## config.mk

```make
export PLATFORM = sky130hd
export DESIGN_NAME = pswallow_div
export DESIGN_NICKNAME = d
export VERILOG_FILES = /design/src/rtl/pswd_pkg.sv /design/src/rtl/pswd_count_fix.sv /design/src/rtl/pswd_main_cnt.sv /design/src/rtl/pswd_swal_cnt.sv /design/src/rtl/pswallow_div.sv
export SDC_FILE = /design/constraint.sdc
export NUM_CORES = 1
export LEC_CHECK = 0
export BUFFER_PORTS_ARGS = -buffer_cell sky130_fd_sc_hd__buf_2
export CAP_MARGIN = 10
export CORE_ASPECT_RATIO = 0.8
export CORE_UTILIZATION = 59
export CTS_BUF_LIST = sky130_fd_sc_hd__clkbuf_8
export CTS_CLUSTER_DIAMETER = 150
export DETAILED_ROUTE_END_ITERATION = 6
export GPL_ROUTABILITY_DRIVEN = 0
export HOLD_SLACK_MARGIN = 0.02
export PLACE_DENSITY_LB_ADDON = 0.12
export SETUP_SLACK_MARGIN = 0.3
export SYNTH_ARGS = -nofsm -noshare
export SYNTH_HDL_FRONTEND = slang
export SYNTH_HIERARCHICAL = 1
export SYNTH_SLANG_ARGS = --single-unit
```

## constraint.sdc

```tcl
create_clock -name pclk -period 3.6 [get_ports pclk]
set_input_delay 0.18 -clock pclk [delete_from_list [all_inputs] [get_ports pclk]]
set_output_delay 0.18 -clock pclk [all_outputs]
set_load 0.02 [all_outputs]
```

## src/rtl/pswd_pkg.sv

```systemverilog
package pswd_pkg;

   // Prescaler ratio as seen by the divider
   typedef enum logic {
      RATIO_32_33 = 1'b0,
      RATIO_64_65 = 1'b1
   } ratio_e;

   // Counter-latch snapshot taken at a period boundary
   typedef struct packed {
      logic [10:0] main_eff;
      logic [6:0]  swal_eff;
      ratio_e      ratio;
   } snap_t;

endpackage

```

## src/rtl/pswd_count_fix.sv

```systemverilog
// Turns the raw latch values into the effective counts used for one period.
module pswd_count_fix #(
   parameter int MAIN_W        = 11,
   parameter int SWAL_W        = 7,
   parameter int MAIN_MIN      = 3,
   parameter bit CLAMP_SWALLOW = 1'b1
) (
   input  logic [MAIN_W-1:0] main_raw,
   input  logic [SWAL_W-1:0] swal_raw,
   output logic [MAIN_W-1:0] main_eff,
   output logic [SWAL_W-1:0] swal_eff
);
   localparam int CMP_W = (MAIN_W > SWAL_W) ? MAIN_W : SWAL_W;
   localparam logic [MAIN_W-1:0] MIN_V = MAIN_W'(MAIN_MIN);

   logic [CMP_W-1:0] main_ext;
   logic [CMP_W-1:0] swal_ext;

   always_comb begin
      main_eff = (main_raw < MIN_V) ? MIN_V : main_raw;
   end

   assign main_ext = CMP_W'(main_eff);
   assign swal_ext = CMP_W'(swal_raw);

   generate
      if (CLAMP_SWALLOW) begin : g_clamp
         always_comb begin
            if (swal_ext > main_ext) swal_eff = SWAL_W'(main_ext);
            else                     swal_eff = swal_raw;
         end
      end else begin : g_pass
         always_comb swal_eff = swal_raw;
      end
   endgenerate
endmodule

```

## src/rtl/pswd_main_cnt.sv

```systemverilog
// Main counter: counts the pclk cycles left in the period and asks for a reload.
module pswd_main_cnt #(
   parameter int MAIN_W = 11
) (
   input  logic              clk,
   input  logic              rst_n,
   input  logic [MAIN_W-1:0] load_val,
   output logic              reload,
   output logic              running,
   output logic              last
);
   logic [MAIN_W-1:0] rem_q;
   logic              run_q;

   assign running = run_q;
   assign last    = run_q && (rem_q == '0);
   assign reload  = !run_q || (rem_q == '0);

   always_ff @(posedge clk or negedge rst_n) begin
      if (!rst_n) begin
         rem_q <= '0;
         run_q <= 1'b0;
      end else begin
         run_q <= 1'b1;
         if (reload) rem_q <= load_val - MAIN_W'(1);
         else        rem_q <= rem_q - MAIN_W'(1);
      end
   end
endmodule

```

## src/rtl/pswd_swal_cnt.sv

```systemverilog
// Swallow counter: holds the larger modulus until it has counted down to zero.
module pswd_swal_cnt #(
   parameter int SWAL_W = 7
) (
   input  logic              clk,
   input  logic              rst_n,
   input  logic              reload,
   input  logic [SWAL_W-1:0] load_val,
   output logic              swallow
);
   logic [SWAL_W-1:0] rem_q;

   assign swallow = (rem_q != '0);

   always_ff @(posedge clk or negedge rst_n) begin
      if (!rst_n)       rem_q <= '0;
      else if (reload)  rem_q <= load_val;
      else if (swallow) rem_q <= rem_q - SWAL_W'(1);
   end
endmodule

```

## src/rtl/pswallow_div.sv

```systemverilog
module pswallow_div #(
   parameter int MAIN_W        = 11,
   parameter int SWAL_W        = 7,
   parameter int MAIN_MIN      = 3,
   parameter bit CLAMP_SWALLOW = 1'b1
) (
   input  logic              pclk,
   input  logic              rst_n,
   input  logic [MAIN_W-1:0] main_count,
   input  logic [SWAL_W-1:0] swallow_count,
   input  logic              ratio_sel,
   output logic              mod_ctl,
   output logic              ratio_out,
   output logic              fp
);
   import pswd_pkg::*;

   localparam int MAIN_MAX = (1 << MAIN_W) - 1;

   generate
      if (MAIN_MIN < 2) begin : g_bad_min
         $error("pswallow_div: MAIN_MIN must be at least 2");
      end
      if (MAIN_MIN > MAIN_MAX) begin : g_bad_range
         $error("pswallow_div: MAIN_MIN does not fit in MAIN_W");
      end
      if (SWAL_W < 1 || MAIN_W < 2) begin : g_bad_width
         $error("pswallow_div: counter widths too small");
      end
   endgenerate

   logic [MAIN_W-1:0] main_eff;
   logic [SWAL_W-1:0] swal_eff;
   logic              reload;
   logic              running;
   logic              last;
   logic              swallow;
   ratio_e            ratio_q;

   pswd_count_fix #(
      .MAIN_W(MAIN_W), .SWAL_W(SWAL_W),
      .MAIN_MIN(MAIN_MIN), .CLAMP_SWALLOW(CLAMP_SWALLOW)
   ) u_fix (
      .main_raw(main_count),
      .swal_raw(swallow_count),
      .main_eff(main_eff),
      .swal_eff(swal_eff)
   );

   pswd_main_cnt #(.MAIN_W(MAIN_W)) u_main (
      .clk(pclk), .rst_n(rst_n), .load_val(main_eff),
      .reload(reload), .running(running), .last(last)
   );

   pswd_swal_cnt #(.SWAL_W(SWAL_W)) u_swal (
      .clk(pclk), .rst_n(rst_n), .reload(reload),
      .load_val(swal_eff), .swallow(swallow)
   );

   always_ff @(posedge pclk or negedge rst_n) begin
      if (!rst_n)      ratio_q <= RATIO_32_33;
      else if (reload) ratio_q <= ratio_e'(ratio_sel);
   end

   assign mod_ctl   = swallow;
   assign fp        = last;
   assign ratio_out = ratio_q;
endmodule

```

==> key figures <==
Run status
  • Run status: finished, final reports clean

Job
  • Total of max-cap violations: 0

Pwr
  • Comb power frac: a little over a quarter
  • Cell leakage power: about 0.83 nW
  • Clock share of power: 30.3%
  • Peak supply drop: 0.000267 V
  • Reg power frac: a little over two fifths
  • Int Pwr: 0.505 mW
  • Total power: 0.742 mW
  • Sw Ratio: approximately 32%
  • Sw power: 0.238 mW
  • Pwr dens: 402 nW/um^2

Global route
  • Overall routing resource usage: between 20% and 30%
  • Initial antenna violation count: 0
  • First-pass GRT wire length: roughly 6.3 mm
  • Grt total ovfl: 0
  • Largest net degree at the start of global routing: 26
  • Vias in the first global route: around 1.4k

Detailed routing
  • First DRT Iteration DRCs: about 130
  • WL final: roughly 3.8 mm
  • Routed Antenna Nets: 0
  • Met2 routed WL: around 1.7 mm
  • TritonRoute pass-1 iters: 4
  • Top Layer Used: met4
  • DR WL/cell: between 15 and 20 microns
  • Wl on met1: ~1.8 mm
  • Vias: between 1k and 1.5k
  • WL met3: about 230 microns
  • DRC: 0
  • Vias/cell: roughly 6.2

STA
  • Final hold vios: 0
  • Actual slew at the worst max-slew pin: about 0.63 ns
  • Final slew viol count: 0
  • Worst Setup Slack, final: roughly 0.8 ns
  • Fin Clk Skew: approximately 0.0025 ns
  • RSZ-0062 raised after global routing: false
  • Maximum clock rate: about 0.36 GHz
  • Slew headroom: between 50% and 60%
  • Tcrit/Tclk final: 77.5%
  • Setup violators final: 0
  • Setup tns final: 0 ns
  • Tmin final: ~2.8 ns

Clock tree
  • Clock Tree Buf Depth: 2
  • Sink Count: 20
  • CTS tree: done
  • CTS H-tree lvls: 1
  • Clock latency at the later pin of the worst-skew pair: approximately 0.26 ns
  • Clock-pin slew on the worst setup and hold paths: ~0.070 ns
  • Cts bufs inserted: 3
  • Clock root cell: clkbuf_8
  • Post-cts gate resize count: 0

Min path
  • Worst Hold Class: in2reg
  • Min-delay src: ratio_sel
  • Hold EP: ratio_out
  • Hold Crit Depth: 2

Die
  • Die width: around 60 microns
  • I/O pin count: 24
  • Die ar.: ~3000 sq um
  • Starting Density: 65.0%
  • Row cnt: 16
  • Chip height: approximately 50 microns
  • Core Region: approximately 2600 sq um

Place
  • Dpl ws: about 0.55 ns
  • Port bufs: 23
  • DPL Wire Length: between 2 and 3 mm

Setup path
  • FF-to-FF path depth: 8
  • Crit-path max FO: 7
  • CP peak stage delay: roughly 0.54 ns
  • Crit path max-delay cell type: or4_4
  • Reg2reg end: u_main/rem_q[10]
  • Critical setup path kind: in2reg
  • Flop2flop setup slack: 0.85 ns
  • CP Capture Type: flip-flop
  • RR Startpoint: u_main/rem_q[9]
  • Crit path launch type: input pin
  • Critical path, cell by cell: buf_2, or4_4, nor3_1, nor2_1, ha_1, nor2b_1, o211ai_1, a21o_1, a211o_1, mux2_4, nand2b_1, o31a_1
  • Worst path required time: around 3.8 ns
  • Arrival time at the worst endpoint: 2.94 ns

Synth
  • Ys Warns: 6
  • Post-Synthesis Cell Area: about 1700 sq um
  • Synth Flop Type: dfrtp_1
  • FF+latch count, synth: 20
  • Count of different cell masters after synthesis: between 40 and 50
  • Number of enable flip-flop cells after synthesis: 0
  • Mapped Cells: approximately 180
  • FFs w/ async S/R, synth: 100%
  • Avg Inst Size Synth: 9.20 sq um
  • Post-synthesis sequential area ratio: 30.1%
  • Mapped Nets: ~210

Final layout
  • Layout Utilization: 72.1%
  • Inserted Diodes: 0
  • Syn-to-layout area delta: 10.9%
  • Share of layout cells above drive strength 1: a little over a fifth
  • Final nets: ~230
==> power by group through the flow <==
stage	Clock (mW)	Sequential, mW	Combinational, mW
after detailed placement	0	0.316	0.198
after global routing	0.237	0.321	0.225
after global placement	0	0.312	0.189
final	0.225	0.315	0.202
after CTS	0.229	0.312	0.200
after floorplan	0	0.303	0.153
==> kinds of logic (layout without fill, tap and decap cells) <==
logic type | Yosys count | after routing | share of synthesized area, %
adder cells (fa/ha/maj) | 10 | 10 | 7.51
flip-flops | 20 | 20 | 30.1
multiplexers | 17 | 17 | 12.6
buffers and inverters | 27 | 42 | 6.99
XOR/XNOR | 16 | 16 | 8.42
AND/OR/NAND/NOR | 56 | 56 | 19.7
AO/OA/AOI/OAI | 34 | 34 | 14.5
other | 1 | 1 | 0.225
==> worst max-delay path, delay by kind of cell <==
| family | cells | cell delay (ns) |
|---|---|---|
| compound gates | 4 | 0.86 |
| fa+ha+maj | 1 | 0.30 |
| mux | 1 | 0.34 |
| simple gates | 5 | 1.14 |
| buf+inv | 1 | 0.12 |
==> final cells by class <==
cell class                      count  area, sq um
Multi-Input combinational cell    134         1050
Fill cell                         215          716
Sequential cell                    20          500
Timing Repair Buffer               25          133
Inverter                           13         48.8
Tap cell                           36         45.0
Clock buffer                        3         41.3
Clock inverter                      1         30.0
==> layout by cell type (no fill, tap or decap), drive strengths merged, types with 2 or more instances in the layout <==
cell / Yosys / routed
or3: 3 / 3
o21ai: 7 / 7
o31ai: 5 / 5
mux2i: 9 / 9
nand2b: 2 / 2
nor2b: 3 / 3
dfrtp: 20 / 20
nor4: 7 / 7
buf: 2 / 24
nand4: 5 / 5
inv: 13 / 13
a21oi: 8 / 8
xor2: 8 / 8
nand3: 3 / 3
nor3: 6 / 6
mux2: 8 / 8
or4: 5 / 5
ha: 10 / 10
a21o: 3 / 3
nand2: 9 / 9
nor2: 9 / 9
xnor2: 8 / 8
clkbuf: 11 / 3
==> registers in the layout, summed over array words and instances, names as in the netlist <==
signal          count
u_main/rem_q       11
u_swal/rem_q        7
ratio_out           1
u_main/running      1
==> how the worst max path moves through the flow <==
stage                     slack, ns  depth (start not counted)             from               end
after floorplan                0.79                         10  u_main/rem_q[9]  u_main/rem_q[10]
after global placement         0.67                         12    main_count[7]   u_swal/rem_q[6]
after detailed placement       0.55                         12    main_count[7]   u_swal/rem_q[6]
after CTS                      0.83                         12    main_count[7]   u_swal/rem_q[6]
after global routing           0.64                         12    main_count[7]   u_swal/rem_q[6]
final                          0.81                         12    main_count[7]   u_swal/rem_q[6]
==> synthesized netlist by cell type, types with 4 or more instances <==
library cell | n | area share, %
nand2_1 | 9 | 2.0
mux2i_1 | 9 | 5.4
clkbuf_1 | 11 | 2.5
nor3_1 | 6 | 1.8
dfrtp_1 | 20 | 30
mux2_4 | 8 | 7.2
xor2_1 | 8 | 4.2
ha_1 | 10 | 7.5
nor2_1 | 9 | 2.0
xnor2_1 | 8 | 4.2
nor4_1 | 6 | 2.3
a21oi_1 | 7 | 2.1
inv_1 | 13 | 2.9
o31ai_1 | 4 | 1.8
o21ai_0 | 6 | 1.8
nand4_1 | 5 | 1.9
==> through the flow <==
step	hold WS [ns]	area [sq um]	instances
global placement	0.151	1770	227
global route	0.152	1850	232
finish	0.159	1850	232
CTS	0.157	1850	232
floorplan	-0.116	1670	181
detailed placement	0.152	1770	227
==> what timing repair did <==
action / in CTS / in global routing
buffers inserted: 0 / 0
hold buffers: 1 / 0
hold endpoints to repair: 20 / 0
==> per-layer routing <==
metal  track usage [%]  vias to the layer above
met4              7.04                        0
met3              6.30                        6
li1                  -                      680
met5                 0                        -
met1              40.9                      696
met2              41.7                       55
Note: power is estimated with default switching activity, not from simulation.
